`config.mk`:
```
export PLATFORM = sky130hd
export DESIGN_NAME = otp_prot_reg
export DESIGN_NICKNAME = d
export VERILOG_FILES = /design/src/rtl/otp_pkg.sv /design/src/rtl/otp_cmd_seq.sv /design/src/rtl/otp_user_blk.sv /design/src/rtl/otp_read_port.sv /design/src/rtl/otp_prot_reg.sv
export SDC_FILE = /design/constraint.sdc
export NUM_CORES = 1
export LEC_CHECK = 0
export BUFFER_PORTS_ARGS = -buffer_cell sky130_fd_sc_hd__buf_2
export CAP_MARGIN = 10
export CORE_UTILIZATION = 45
export CTS_CLUSTER_DIAMETER = 30
export DETAILED_ROUTE_END_ITERATION = 12
export GPL_TIMING_DRIVEN = 0
export PLACE_DENSITY_LB_ADDON = 0.2
export SLEW_MARGIN = 30
export SYNTH_ARGS = -nofsm -noshare
export SYNTH_HDL_FRONTEND = slang
export SYNTH_SLANG_ARGS = --single-unit
```
`constraint.sdc`:
```
create_clock -name clk -period 2.12 [get_ports clk]
set_clock_uncertainty 0.2 [all_clocks]
set_input_delay 0 -clock clk [delete_from_list [all_inputs] [get_ports clk]]
set_output_delay 0 -clock clk [all_outputs]
set_load 0.01 [all_outputs]
```
`src/rtl/otp_pkg.sv`:
```
`timescale 1ns/1ps
package otp_pkg;

    localparam int WORD_W    = 16;
    localparam int BLK_WORDS = 4;
    localparam int BLK_BITS  = WORD_W * BLK_WORDS;
    localparam int IDX_W     = $clog2(BLK_WORDS);

    // unlock prefix and command codes (low data byte)
    localparam int UNLK_ADDR1 = 'h555;
    localparam int UNLK_ADDR2 = 'h2AA;
    localparam logic [7:0] UNLK_KEY1 = 8'hAA;
    localparam logic [7:0] UNLK_KEY2 = 8'h55;
    localparam logic [7:0] OP_PROG   = 8'hC0;
    localparam logic [7:0] OP_LOCK   = 8'h60;
    localparam logic [7:0] OP_ID_IN  = 8'h90;
    localparam logic [7:0] OP_ID_OUT = 8'hF0;

    // register offsets in identification space
    localparam int OFF_MFR   = 'h000;
    localparam int OFF_DEV   = 'h001;
    localparam int OFF_STAT  = 'h080;
    localparam int OFF_FIXED = 'h081;
    localparam int OFF_USER  = OFF_FIXED + BLK_WORDS;
    localparam int STAT_LOCK_BIT = 1;

    typedef enum logic [2:0] {
        SEQ_IDLE,
        SEQ_KEY1,
        SEQ_KEY2,
        SEQ_PROG,
        SEQ_LOCK
    } seq_st_e;

    typedef struct packed {
        logic              vld;
        logic [IDX_W-1:0]  idx;
        logic [WORD_W-1:0] data;
    } prog_req_t;

    function automatic logic in_window(input int a, input int base);
        return (a >= base) && (a < base + BLK_WORDS);
    endfunction

    function automatic logic [IDX_W-1:0] win_idx(input int a, input int base);
        return IDX_W'(a - base);
    endfunction

endpackage

```
`src/rtl/otp_cmd_seq.sv`:
```
`timescale 1ns/1ps
module otp_cmd_seq
    import otp_pkg::*;
#(
    parameter int ADDR_W = 12
) (
    input  logic                clk,
    input  logic                rst,
    input  logic                wr_stb,
    input  logic [ADDR_W-1:0]   addr,
    input  logic [WORD_W-1:0]   wdata,
    output prog_req_t           prog,
    output logic                lock_req,
    output logic                id_mode
);

    seq_st_e st_q, st_d;
    logic    id_d;
    int      a_int;

    assign a_int = int'(addr);

    always_comb begin
        st_d     = st_q;
        id_d     = id_mode;
        prog     = '0;
        lock_req = 1'b0;
        if (wr_stb) begin
            st_d = SEQ_IDLE;
            unique case (st_q)
                SEQ_IDLE: begin
                    if (a_int == UNLK_ADDR1 && wdata[7:0] == UNLK_KEY1)
                        st_d = SEQ_KEY1;
                end
                SEQ_KEY1: begin
                    if (a_int == UNLK_ADDR2 && wdata[7:0] == UNLK_KEY2)
                        st_d = SEQ_KEY2;
                end
                SEQ_KEY2: begin
                    if (a_int == UNLK_ADDR1) begin
                        if (wdata[7:0] == OP_ID_IN)
                            id_d = 1'b1;
                        else if (wdata[7:0] == OP_ID_OUT)
                            id_d = 1'b0;
                        else if (wdata[7:0] == OP_PROG && !id_mode)
                            st_d = SEQ_PROG;
                        else if (wdata[7:0] == OP_LOCK && !id_mode)
                            st_d = SEQ_LOCK;
                    end
                end
                SEQ_PROG: begin
                    if (in_window(a_int, OFF_USER)) begin
                        prog.vld  = 1'b1;
                        prog.idx  = win_idx(a_int, OFF_USER);
                        prog.data = wdata;
                    end
                end
                SEQ_LOCK: begin
                    lock_req = wdata[0];
                end
                default: st_d = SEQ_IDLE;
            endcase
        end
    end

    always_ff @(posedge clk) begin
        if (rst) begin
            st_q    <= SEQ_IDLE;
            id_mode <= 1'b0;
        end else begin
            st_q    <= st_d;
            id_mode <= id_d;
        end
    end

endmodule

```
`src/rtl/otp_user_blk.sv`:
```
`timescale 1ns/1ps
module otp_user_blk
    import otp_pkg::*;
(
    input  logic                clk,
    input  logic                rst,
    input  prog_req_t           prog,
    input  logic                lock_req,
    output logic [BLK_BITS-1:0] user_bits,
    output logic                locked
);

    always_ff @(posedge clk) begin
        if (rst)
            locked <= 1'b0;
        else if (lock_req)
            locked <= 1'b1;
    end

    for (genvar g = 0; g < BLK_WORDS; g++) begin : g_word
        logic [WORD_W-1:0] word_q;
        always_ff @(posedge clk) begin
            if (rst)
                word_q <= '1;
            else if (prog.vld && !locked && prog.idx == IDX_W'(g))
                word_q <= word_q & prog.data;
        end
        assign user_bits[g*WORD_W +: WORD_W] = word_q;
    end

endmodule

```
`src/rtl/otp_read_port.sv`:
```
`timescale 1ns/1ps
module otp_read_port
    import otp_pkg::*;
#(
    parameter int ADDR_W = 12
) (
    input  logic                clk,
    input  logic                rst,
    input  logic                rd_stb,
    input  logic [ADDR_W-1:0]   addr,
    input  logic                id_mode,
    input  logic [BLK_BITS-1:0] fixed_bits,
    input  logic [BLK_BITS-1:0] user_bits,
    input  logic                locked,
    input  logic [WORD_W-1:0]   mfr_code,
    input  logic [WORD_W-1:0]   dev_code,
    output logic [WORD_W-1:0]   rd_data
);

    logic [WORD_W-1:0] word;
    int                a_int;

    assign a_int = int'(addr);

    always_comb begin
        word = '0;
        if (id_mode) begin
            if (a_int == OFF_MFR)
                word = mfr_code;
            else if (a_int == OFF_DEV)
                word = dev_code;
            else if (a_int == OFF_STAT)
                word[STAT_LOCK_BIT] = locked;
            else if (in_window(a_int, OFF_FIXED))
                word = fixed_bits[win_idx(a_int, OFF_FIXED)*WORD_W +: WORD_W];
            else if (in_window(a_int, OFF_USER))
                word = user_bits[win_idx(a_int, OFF_USER)*WORD_W +: WORD_W];
        end
    end

    always_ff @(posedge clk) begin
        if (rst)
            rd_data <= '0;
        else if (rd_stb)
            rd_data <= word;
    end

endmodule

```
`src/rtl/otp_prot_reg.sv`:
```
`timescale 1ns/1ps
module otp_prot_reg
    import otp_pkg::*;
#(
    parameter int                  ADDR_W     = 12,
    parameter logic [BLK_BITS-1:0] FACTORY_ID = 64'h5A3C_91E7_0D42_B86F,
    parameter logic [WORD_W-1:0]   MFR_CODE   = 16'h003D,
    parameter logic [WORD_W-1:0]   DEV_CODE   = 16'h22C7
) (
    input  logic              clk,
    input  logic              rst,
    input  logic              bus_wr,
    input  logic              bus_rd,
    input  logic [ADDR_W-1:0] bus_addr,
    input  logic [WORD_W-1:0] bus_wdata,
    output logic [WORD_W-1:0] rd_data,
    output logic              id_active
);

    prog_req_t           prog_req;
    logic                lock_req;
    logic                lock_q;
    logic                prog_vld;
    logic [BLK_BITS-1:0] user_bits;

    assign prog_vld = prog_req.vld;

    otp_cmd_seq #(.ADDR_W(ADDR_W)) u_seq (
        .clk      (clk),
        .rst      (rst),
        .wr_stb   (bus_wr),
        .addr     (bus_addr),
        .wdata    (bus_wdata),
        .prog     (prog_req),
        .lock_req (lock_req),
        .id_mode  (id_active)
    );

    otp_user_blk u_user (
        .clk       (clk),
        .rst       (rst),
        .prog      (prog_req),
        .lock_req  (lock_req),
        .user_bits (user_bits),
        .locked    (lock_q)
    );

    otp_read_port #(.ADDR_W(ADDR_W)) u_rd (
        .clk        (clk),
        .rst        (rst),
        .rd_stb     (bus_rd),
        .addr       (bus_addr),
        .id_mode    (id_active),
        .fixed_bits (FACTORY_ID),
        .user_bits  (user_bits),
        .locked     (lock_q),
        .mfr_code   (MFR_CODE),
        .dev_code   (DEV_CODE),
        .rd_data    (rd_data)
    );

endmodule

```
; After elaboration in Yosys (flattened, before gate mapping)
; Cells that the tools add are included.
[totals]
regBits = 85
output_inout_bits = 17
word_cells = 78
inputBits = 32
[classes]
n_eq_ne = 17
magnitude_cmp = 4
bitwise_logic = 4
shifts = 2
n_mux = 23
reduce_logical = 18
add_sub_neg = 2
[ops]
columns = op, n
row1 = 2-to-1 mux 16 bit, 5
row2 = AND 16 bit, 4
row3 = variable part select 64 x 7 -> 16 bit, 1
row4 = "variable part select 64 x 7 -> 16 bit, first input constant", 1
row5 = 2-to-1 mux 19 bit, 3
row6 = "== test 8 bit, second input constant", 4
row7 = zero test 32 bit, 1
row8 = "greater-or-equal comparator 12 x 8 -> 1 bit, second input constant", 2
row9 = "less-than comparator 12 x 8 -> 1 bit, second input constant", 2
row10 = "== test 8 x 7 -> 1 bit, second input constant", 2
row11 = 2-to-1 mux 3 bit, 5
row12 = 2-to-1 mux 14 bit, 1
row13 = "== test 12 x 11 -> 1 bit, second input constant", 1
row14 = "== test 12 bit, second input constant", 1
row15 = "== test 12 x 2 -> 1 bit, second input constant", 1
row16 = "== test 12 x 9 -> 1 bit, second input constant", 1
row17 = logical AND 1 bit, 11
row18 = case mux 3 bit (3 select lines), 1
row19 = 2-to-1 mux 1 bit, 7
row20 = "== test 3 x 2 -> 1 bit, second input constant", 2
row21 = "== test 2 bit, second input constant", 2
row22 = AND reduction 4 bit, 1
row23 = "subtractor 2 x 1 -> 2 bit, second input constant", 2
row24 = "== test 3 x 1 -> 1 bit, second input constant", 1
row25 = other kinds (7), 8

; Depth between registers and ports, before layout
; Gate-level depths: netlist of run 1.
[depth]
depth_word = 8
ltp_mapped = 9
mapped_depth_nobuf = 6

; Modules after synthesis
; Synthesis of run 1 repeated with hierarchy kept, for this count alone.
[hier_totals]
hier_cells = 543
area_unflattened_um2 = 5037.3
[modules_own_cells]
columns = mod, instances, seq_area_each_um2, cells_per_inst, area_each_um2
row1 = otp_read_port, 1, 320.3, 236, 2257.2
row2 = otp_user_blk, 1, 1301.2, 231, 2197.1
row3 = otp_cmd_seq, 1, 80.1, 74, 575.6
row4 = otp_prot_reg, 1, 0.0, 2, 7.5

; Worst setup path after synthesis of run 1
; OpenSTA, ideal clock, no wires.
[synth_timing]
path_kind = input to register
from = input bus_addr[0]
to = register u_rd.rd_data[0]
arrival_time_ns = 1.990
stages = 7
setup_ns = 0.075
path_slack_ns = -0.145
required_time_ns = 1.845
n_path_buf = 1
cell_sequence = buf_2 > inv_1 > ha_1 > or3b_2 > a211oi_1 > a222oi_1 > o21ai_0
[synth_via]
elab_chain_cells = 8
elab_cells_between_ends = 19
classes_between = add/sub (2) / order compare (4) / eq/ne (2) / shift (2) / mux (6) / reduce/logical (3)
[synth_lines]
columns = item, line
row1 = start: declaration, otp_prot_reg.sv:14  ; input logic [ADDR_W-1:0] bus_addr,
row2 = subtractor 2 x 1 -> 2 bit (tied with other cells), otp_pkg.sv:46  ; return IDX_W'(a - base);
row3 = variable part select 64 x 7 -> 16 bit or logical AND 1 bit (tied branches), "otp_read_port.sv:37, otp_pkg.sv:42"
row4 = 2-to-1 mux 16 bit, otp_read_port.sv:36  ; else if (in_window(a_int, OFF_USER))
row5 = 2-to-1 mux 16 bit, otp_read_port.sv:34  ; else if (in_window(a_int, OFF_FIXED))
row6 = 2-to-1 mux 1 bit, otp_read_port.sv:32  ; else if (a_int == OFF_STAT)
row7 = 2-to-1 mux 16 bit, otp_read_port.sv:30  ; else if (a_int == OFF_DEV)
row8 = 2-to-1 mux 16 bit (*), otp_read_port.sv:28  ; if (a_int == OFF_MFR)
row9 = 2-to-1 mux 16 bit (*), otp_read_port.sv:27  ; if (id_mode) begin
row10 = end signal: assignment, otp_read_port.sv:45  ; rd_data <= word;
row11 = end: declaration, otp_read_port.sv:17  ; output logic [WORD_W-1:0] rd_data
; Mark *: on every way between the ends. The rest lies on a longest branch, timed or not.
; A chain may end at the register's enable or synchronous reset.

; Worst setup path after layout of run 1
[layout_timing]
from = register u_seq.st_q[2]
to = register u_user.g_word[2].word_q[14]
[layout_via]
elab_chain_cells = 5
elab_cells_between_ends = 7
classes_between = eq/ne (2) / mux (2) / bitwise (1) / reduce/logical (2)
[layout_lines]
columns = item, line
row1 = start: declaration, otp_cmd_seq.sv:17  ; seq_st_e st_q, st_d;
row2 = start signal: assignment, otp_cmd_seq.sv:71  ; st_q <= st_d;
row3 = == test 3 x 2 -> 1 bit (*), otp_cmd_seq.sv:30  ; unique case (st_q)
row4 = 2-to-1 mux 19 bit (*), otp_cmd_seq.sv:30
row5 = 2-to-1 mux 19 bit (*), otp_cmd_seq.sv:28  ; if (wr_stb) begin
row6 = == test 2 bit or logical AND 1 bit (tied branches), otp_user_blk.sv:25  ; else if (prog.vld && !locked && prog.idx == IDX_W'(g))
row7 = logical AND 1 bit, otp_user_blk.sv:25
row8 = end signal: assignment, otp_user_blk.sv:26  ; word_q <= word_q & prog.data;
row9 = end: declaration, otp_user_blk.sv:21  ; logic [WORD_W-1:0] word_q;
; Marked as above.

==> summary.md, run 1 <==
| Metric | Value |
|---|---|
| Placed Cells incl. Taps | 621 |
| Post-Layout Cell Count | 673 |
| Slack of the critical path | 0.06311 ns |
| Final Max Slew Viols | 0 |
| Clock Path Buffers | 2 |
| Final setup fails | 0 |
| Worst hold slack across all endpoints | -0.04539 ns |
| Primary FF master, synth | dfxtp_1 |
| Post-synth EDFFs | 0 |
| Worst setup path class | flop to flop |
| Violated checks | hold timing |
| Aggregate negative setup slack | 0 ns |
| Post-Syn Area per Cell | 9.881 sq um |
| Proportion of register bits with asynchronous set or reset after synthesis | 0 |
| Fin area | 5559 sq um |
| Total design power | 3.206 mW |
| Run status | complete, but fails checks |
| Switching fraction of total power | 0.2785 |
| Placed instance area | 4813 sq um |
| Clock tree from TritonCTS | yes |
| Number of sinks driven by the clock tree | 85 |
| Via-to-Cell Ratio | 6.302 |
| Final critical-path required period | 2.057 ns |
| Global placer's final weighted congestion | 0.8907 |
| Number of hold buffers added after CTS | 33 |
| Number of endpoints with negative hold slack in the final report | 1 |
| Clock-pin slew on the worst setup and hold paths | 0.10 ns |
| Port bufs | 45 |
| Global-route wire length before repair | 21.95 mm |
| Detailed-route via count | 4241 |
| Share of the clock period used by the worst path | 0.9702 |
| Yosys warnings | 0 |
| Mapped Nets | 486 |
| # DRC | 0 |
| Cell-internal power | 2.313 mW |
| Worst path required time | 2.18 ns |
| Finished Core Util | 0.5932 |
| Core box area | 9371 sq um |
| Maximum number of pins on one net before global-route repair | 16 |
| Startpoint class of the critical path | flop |
| Residual overflow from global routing | 0 |
| Most instantiated cells after synthesis | dfxtp_1, nand2b_1, o41ai_1 |
| Proportion of layout cells with a drive suffix above 1 | 0.2629 |
| Clock Power Share | 0.373 |
| Number of distinct library cells after synthesis | 49 |
| Class of the worst hold path | primary input to flop |
| Critical path data arrival time | 2.12 ns |
| Sw power | 0.8931 mW |
| Post-synthesis register bit count | 85 |
| Count of standard-cell rows | 35 |
| Chip width | 101.1 microns |
| Drt wl/cell | 20.78 microns |
| Worst Setup Slack post-DPL | -0.4839 ns |
| Power density over the cells | 576.8 nW/um^2 |
| Total I/O pin count | 49 |
| Number of antenna cells inserted | 0 |
| Worst setup EP type | flop |
| Sequential fraction of the synthesis area | 0.3853 |
| Top cell type by total area after synthesis | dfxtp_1 |
| Area growth from synthesis to layout | 25.86% |
| Post-synthesis instance total | 447 |
| Final wirelength | 13.99 mm |
| Layout net count | 578 |
| Residual antenna-violating net count after detailed routing | 0 |
| Relative slew margins | 0.4250 |
| CTS H-tree lvls | 3 |
| Starting DRT DRC Count | 315 |
| Achievable frequency | 486.2 MHz |
| Maximum fanout encountered on the critical timing path | 10 |
| Area of the die | 10220 sq um |
| Leakage Power | 1.985 nW |
| Root Driver | clkbuf_8 |
| Transition time at the pin with the least slew margin | 0.8558 ns |
| Final HPWL DP | 9.379 mm |
| Proportion of power drawn by flip-flops and latches | 0.500 |
| Largest vdd supply drop | 0.3915 mV |
| Cell with the most instances after synthesis | dfxtp_1 |
| Combinational share of power | 0.127 |
| Die boundary height | 101.1 microns |
| Number of maximum-capacitance constraint violations | 0 |
| Area share of the leading cell type in the synthesized netlist | 0.3853 |
| Starting density of the core | 0.4713 |
| Clock buffer count from CTS | 9 |
| Setup repair after global routing missed its margin | true |
| Count of TritonRoute iterations in the first routing pass | 5 |
| Cells taking the most area after synthesis | dfxtp_1, o41ai_1, nand2b_1 |
| Netlist area before placement | 4417 sq um |
| Clock Latency Late Sink | 0.37 ns |
| Global-route total usage across every layer | 0.2854 |
| Via count of the first global-routing pass | 4016 |
| Antenna violations before repair | 0 |
==> final timing paths <==
check	startpoint	end	slack, ns	depth (start not counted)
setup / recovery	u_seq.st_q[2]	u_user.g_word[2].word_q[14]	0.06	5
hold / removal	bus_addr[8]	u_user.g_word[1].word_q[15]	-0.05	5
setup reg to reg	u_seq.st_q[2]	u_user.g_word[2].word_q[14]	0.06	5
hold reg to reg	u_user.g_word[2].word_q[0]	u_user.g_word[2].word_q[0]	0.25	2
==> timing repair <==
item | CTS | global route
endpoints found under the hold margin | 68 | 1
pin swaps | 0 | 2
buffers inserted | 0 | 4
gates resized for setup | 15 | 34
endpoints found under the setup margin | 71 | 78
==> metal layers <==
metal / global-route usage / share of wire / vias to the layer above
met5: 0 / 0 / -
met4: 0.1260 / 0.025 / 0
met3: 0.04646 / 0.065 / 31
met2: 0.4746 / 0.48 / 188
met1: 0.3643 / 0.43 / 2078
li1: - / - / 1944
==> worst max-delay path: stages, from the launching register on <==
cell      delay (ns)
dfxtp_1         0.38
nor2b_2         0.18
or3b_4          0.47
clkbuf_4        0.26
o41ai_1         0.36
nand2b_1        0.09
==> cell type report <==
| type | instances | area (sq um) |
|---|---|---|
| buffer | 41 | 211.5 |
| clock inverter | 7 | 73.82 |
| sequential | 85 | 1703 |
| multi-input combinational | 314 | 2675 |
| tap | 129 | 161.4 |
| timing repair buffer | 82 | 585.6 |
| inverter | 6 | 25.02 |
| fill | 852 | 3812 |
| clock buffer | 9 | 123.9 |
==> power by group through the flow <==
stage / clock network [mW] / registers (mW) / logic (mW)
floorplan: 0 / 1.64 / 0.201
global placement: 0 / 1.64 / 0.329
detailed placement: 0 / 1.64 / 0.334
CTS: 1.21 / 1.60 / 0.384
global route: 1.28 / 1.60 / 0.433
finish: 1.20 / 1.60 / 0.408
==> registers in the layout (all words and copies together), names as in the netlist <==
signal                cells
u_seq.st_q                3
u_seq.id_mode             1
u_rd.rd_data             16
u_user.locked             1
u_user.g_word.word_q     64
==> cell families after synthesis <==
family,count (synthesis),synth area share
AOI/OAI and AO/OA,127,0.2351
adders and majority gates,7,0.01983
buffers and inverters,48,0.04589
DFF,85,0.3853
muxes,16,0.08159
and+or+nand+nor,164,0.2323
==> layout by cell type, fill, tap and decap left out, drive strengths merged, types with 9 or more instances in the layout <==
master       instances
dfxtp               85
nand2b              69
buf                 66
o41ai               65
dlygate4sd3         33
clkbuf              33
nand2               19
o21ai               16
mux4                16
nor4                10
nor2                 9
Power figures use the tool's default switching activity.
==> run 2: changes to the inputs <==
REMOVE_ABC_BUFFERS = 1   (was not set)
==> summary.md, run 2 (synthesized netlist as in run 1, its figures left out) <==
| Metric | Value |
|---|---|
| Cell at the slowest stage of the critical path | or4_4 (was or3b_4) |
| Transition time at the pin with the least slew margin | 0.7019 ns (was 0.8558 ns) |
| Via count of the first global-routing pass | 3589 (was 4016) |
| Hold path startpoint | bus_addr[3] (was bus_addr[8]) |
| Drt wl/cell | 19.57 microns (was 20.78 microns) |
| Class of the worst hold path | primary input to flop (unchanged) |
| Global-route wire length before repair | 19.02 mm (was 21.95 mm) |
| Leakage Power | 1.916 nW (was 1.985 nW) |
| Number of cells on the worst hold path | 4 (was 5) |
| Worst setup path class | primary input to flop (was flop to flop) |
| Final Max Slew Viols | 0 (unchanged) |
| Post-Layout Cell Count | 644 (was 673) |
| Flip-flop count of the largest register, all copies and words added | 64 (unchanged) |
| Most used cells in the layout excluding fill and tap cells | dfxtp_1, nand2b_1, o41ai_1 (was dfxtp_1, nand2b_1, buf_2) |
| Maximum number of pins on one net before global-route repair | 76 (was 16) |
| Register bank with the most flops | u_user.g_word.word_q (unchanged) |
| Clock Latency Late Sink | 0.36 ns (was 0.37 ns) |
| Global-route total usage across every layer | 0.2427 (was 0.2854) |
| Relative slew margins | 0.5304 (was 0.4250) |
| Leading cell type in the layout, fill and taps excluded | dfxtp_1 (unchanged) |
| Area of the die | 10220 sq um (unchanged) |
| Run status | complete, no violations (was complete, but fails checks) |
| Worst flop-to-flop path endpoint | u_user.g_word[0].word_q[10] (was u_user.g_word[2].word_q[14]) |
| Global placer's final weighted congestion | 0.8856 (was 0.8907) |
| Largest vdd supply drop | 0.2631 mV (was 0.3915 mV) |
| Die boundary height | 101.1 microns (unchanged) |
| Worst setup EP type | flop (unchanged) |
| Proportion of layout cells with a drive suffix above 1 | 0.2621 (was 0.2629) |
| Critical path data arrival time | 2.08 ns (was 2.12 ns) |
| Total I/O pin count | 49 (unchanged) |
| Terminating pin of the worst hold path | u_rd.rd_data[9] (was u_user.g_word[1].word_q[15]) |
| Final critical-path required period | 2.036 ns (was 2.057 ns) |
| Register-to-register setup slack | 0.10 ns (was 0.06 ns) |
| Core box area | 9371 sq um (unchanged) |
| # DRC | 0 (unchanged) |
| Count of standard-cell rows | 35 (unchanged) |
| Final setup fails | 0 (unchanged) |
| Via-to-Cell Ratio | 6.157 (was 6.302) |
| Number of maximum-capacitance constraint violations | 0 (unchanged) |
| Antenna violations before repair | 0 (unchanged) |
| Share of the clock period used by the worst path | 0.9604 (was 0.9702) |
| Maximum fanout encountered on the critical timing path | 22 (was 10) |
| Number of sinks driven by the clock tree | 85 (unchanged) |
| Number of endpoints with negative hold slack in the final report | 0 (was 1) |
| Top flop regs | u_user.g_word.word_q: 64 flops, u_rd.rd_data: 16 flops, u_seq.st_q: 3 flops (unchanged) |
| Clock tree from TritonCTS | yes (unchanged) |
| Clock Path Buffers | 2 (unchanged) |
| Final HPWL DP | 7.234 mm (was 9.379 mm) |
| Worst path required time | 2.16 ns (was 2.18 ns) |
| Number of antenna cells inserted | 0 (unchanged) |
| Starting density of the core | 0.4713 (unchanged) |
| Placed Cells incl. Taps | 583 (was 621) |
| Maximum cell stage delay along the critical path | 0.69 ns (was 0.47 ns) |
| Clock-pin slew on the worst setup and hold paths | 0.09 ns (was 0.10 ns) |
| Power density over the cells | 578.3 nW/um^2 (was 576.8 nW/um^2) |
| CTS H-tree lvls | 3 (unchanged) |
| Port bufs | 48 (was 45) |
| Critical path launch point | bus_addr[0] (was u_seq.st_q[2]) |
| Layout net count | 549 (was 578) |
| Root Driver | clkbuf_8 (unchanged) |
| Depth of the most critical reg-to-reg path | 4 (was 5) |
| CP most frequent cell | buf_6 |
| Aggregate negative setup slack | 0 ns (unchanged) |
| Count of TritonRoute iterations in the first routing pass | 4 (was 5) |
| Clock buffer count from CTS | 9 (unchanged) |
| Starting DRT DRC Count | 235 (was 315) |
| Total design power | 3.168 mW (was 3.206 mW) |
| Startpoint class of the critical path | primary input (was flop) |
| Residual antenna-violating net count after detailed routing | 0 (unchanged) |
| Final wirelength | 12.61 mm (was 13.99 mm) |
| Setup repair after global routing missed its margin | true (unchanged) |
| Area growth from synthesis to layout | 24.05% (was 25.86%) |
| Critical R2R Launch | u_seq.st_q[2] (unchanged) |
| Worst hold slack across all endpoints | 0.03170 ns (was -0.04539 ns) |
| Residual overflow from global routing | 0 (unchanged) |
| Achievable frequency | 491.2 MHz (was 486.2 MHz) |
| Detailed-route via count | 3965 (was 4241) |
| Critical path, cell by cell | buf_6 -> clkinvlp_4 -> ha_4 -> buf_6 -> or4_4 -> o41ai_1 -> nand2b_1 (was nor2b_2 -> or3b_4 -> clkbuf_4 -> o41ai_1 -> nand2b_1) |
| Chip width | 101.1 microns (unchanged) |
## run 2: cell count changes in the layout (fill, tap and decap cells not counted), moves of 3 or more
cell,delta
o41ai_2,-6
or3b_4,+3
o41ai_1,+6
buf_4,+4
buf_2,-11
clkbuf_1,-17
clkbuf_2,-4
## run 2: cell type report
| class | instances | area (sq um) |
|---|---|---|
| fillers | 824 | 3892 |
| multi-input cells | 317 | 2720 |
| flip-flops and latches | 85 | 1702 |
| repair buffers | 91 | 670.6 |
| well taps | 129 | 161.4 |
| clock buffers | 10 | 127.6 |
| clock inverters | 6 | 71.32 |
| inverters | 6 | 26.28 |
## run 2: what timing repair did
item | CTS | global route
cloned | 0 | 3
hold endpoints to repair | 83 | 0
setup endpoints to repair | 84 | 78
pin swaps | 3 | 5
hold buffers | 32 | 0
setup buffers | 3 | 7
gates resized for setup | 8 | 24
## run 2: routing by layer
layer / track usage / wire [microns] / vias to the layer above
met4: 0.07915 / 158 / 0
met2: 0.3830 / 6140 / 130
met3: 0.04924 / 692 / 10
met1: 0.3319 / 5614 / 1932
met5: 0 / 0 / -
li1: - / - / 1893
## run 2: worst max-delay path by stage
stage / cells past startpoint / slack, ns / endpoint
6_report: 7 / 0.08 / u_user.g_word[2].word_q[6]
5_1_grt: 4 / -0.03 / u_user.g_word[1].word_q[3]
4_1_cts: 4 / -0.04 / u_user.g_word[0].word_q[11]
3_5_place_dp: 6 / -1.50 / u_user.g_word[0].word_q[10]
3_3_place_gp: 6 / -1.88 / u_user.g_word[0].word_q[3]
2_1_floorplan: 6 / -0.38 / u_user.g_word[0].word_q[0]
## run 2: stage by stage
| step | worst slack, ns | instance area [sq um] | utilization |
|---|---|---|---|
| floorplan | -0.3765 | 4237 | - |
| global placement | -1.877 | 4638 | 0.4949 |
| detailed placement | -1.499 | 4673 | 0.4987 |
| CTS | -0.04003 | 5261 | 0.5614 |
| global route | -0.02967 | 5479 | 0.5846 |
| finish | 0.08405 | 5479 | 0.5846 |
## run 2: worst max-delay path: cells and delay by family
family                     cells  cell delay [ns]
AOI/OAI and AO/OA              1             0.29
adders and majority gates      1             0.34
buffers and inverters          3             0.65
and+or+nand+nor                2             0.78
## run 2: where the power goes
group / switching, mW / total [mW] / internal (mW)
Sequential: 0.00536 / 1.60 / 1.60
Combinational: 0.228 / 0.399 / 0.171
Clock: 0.613 / 1.17 / 0.553
Total: 0.846 / 3.17 / 2.32
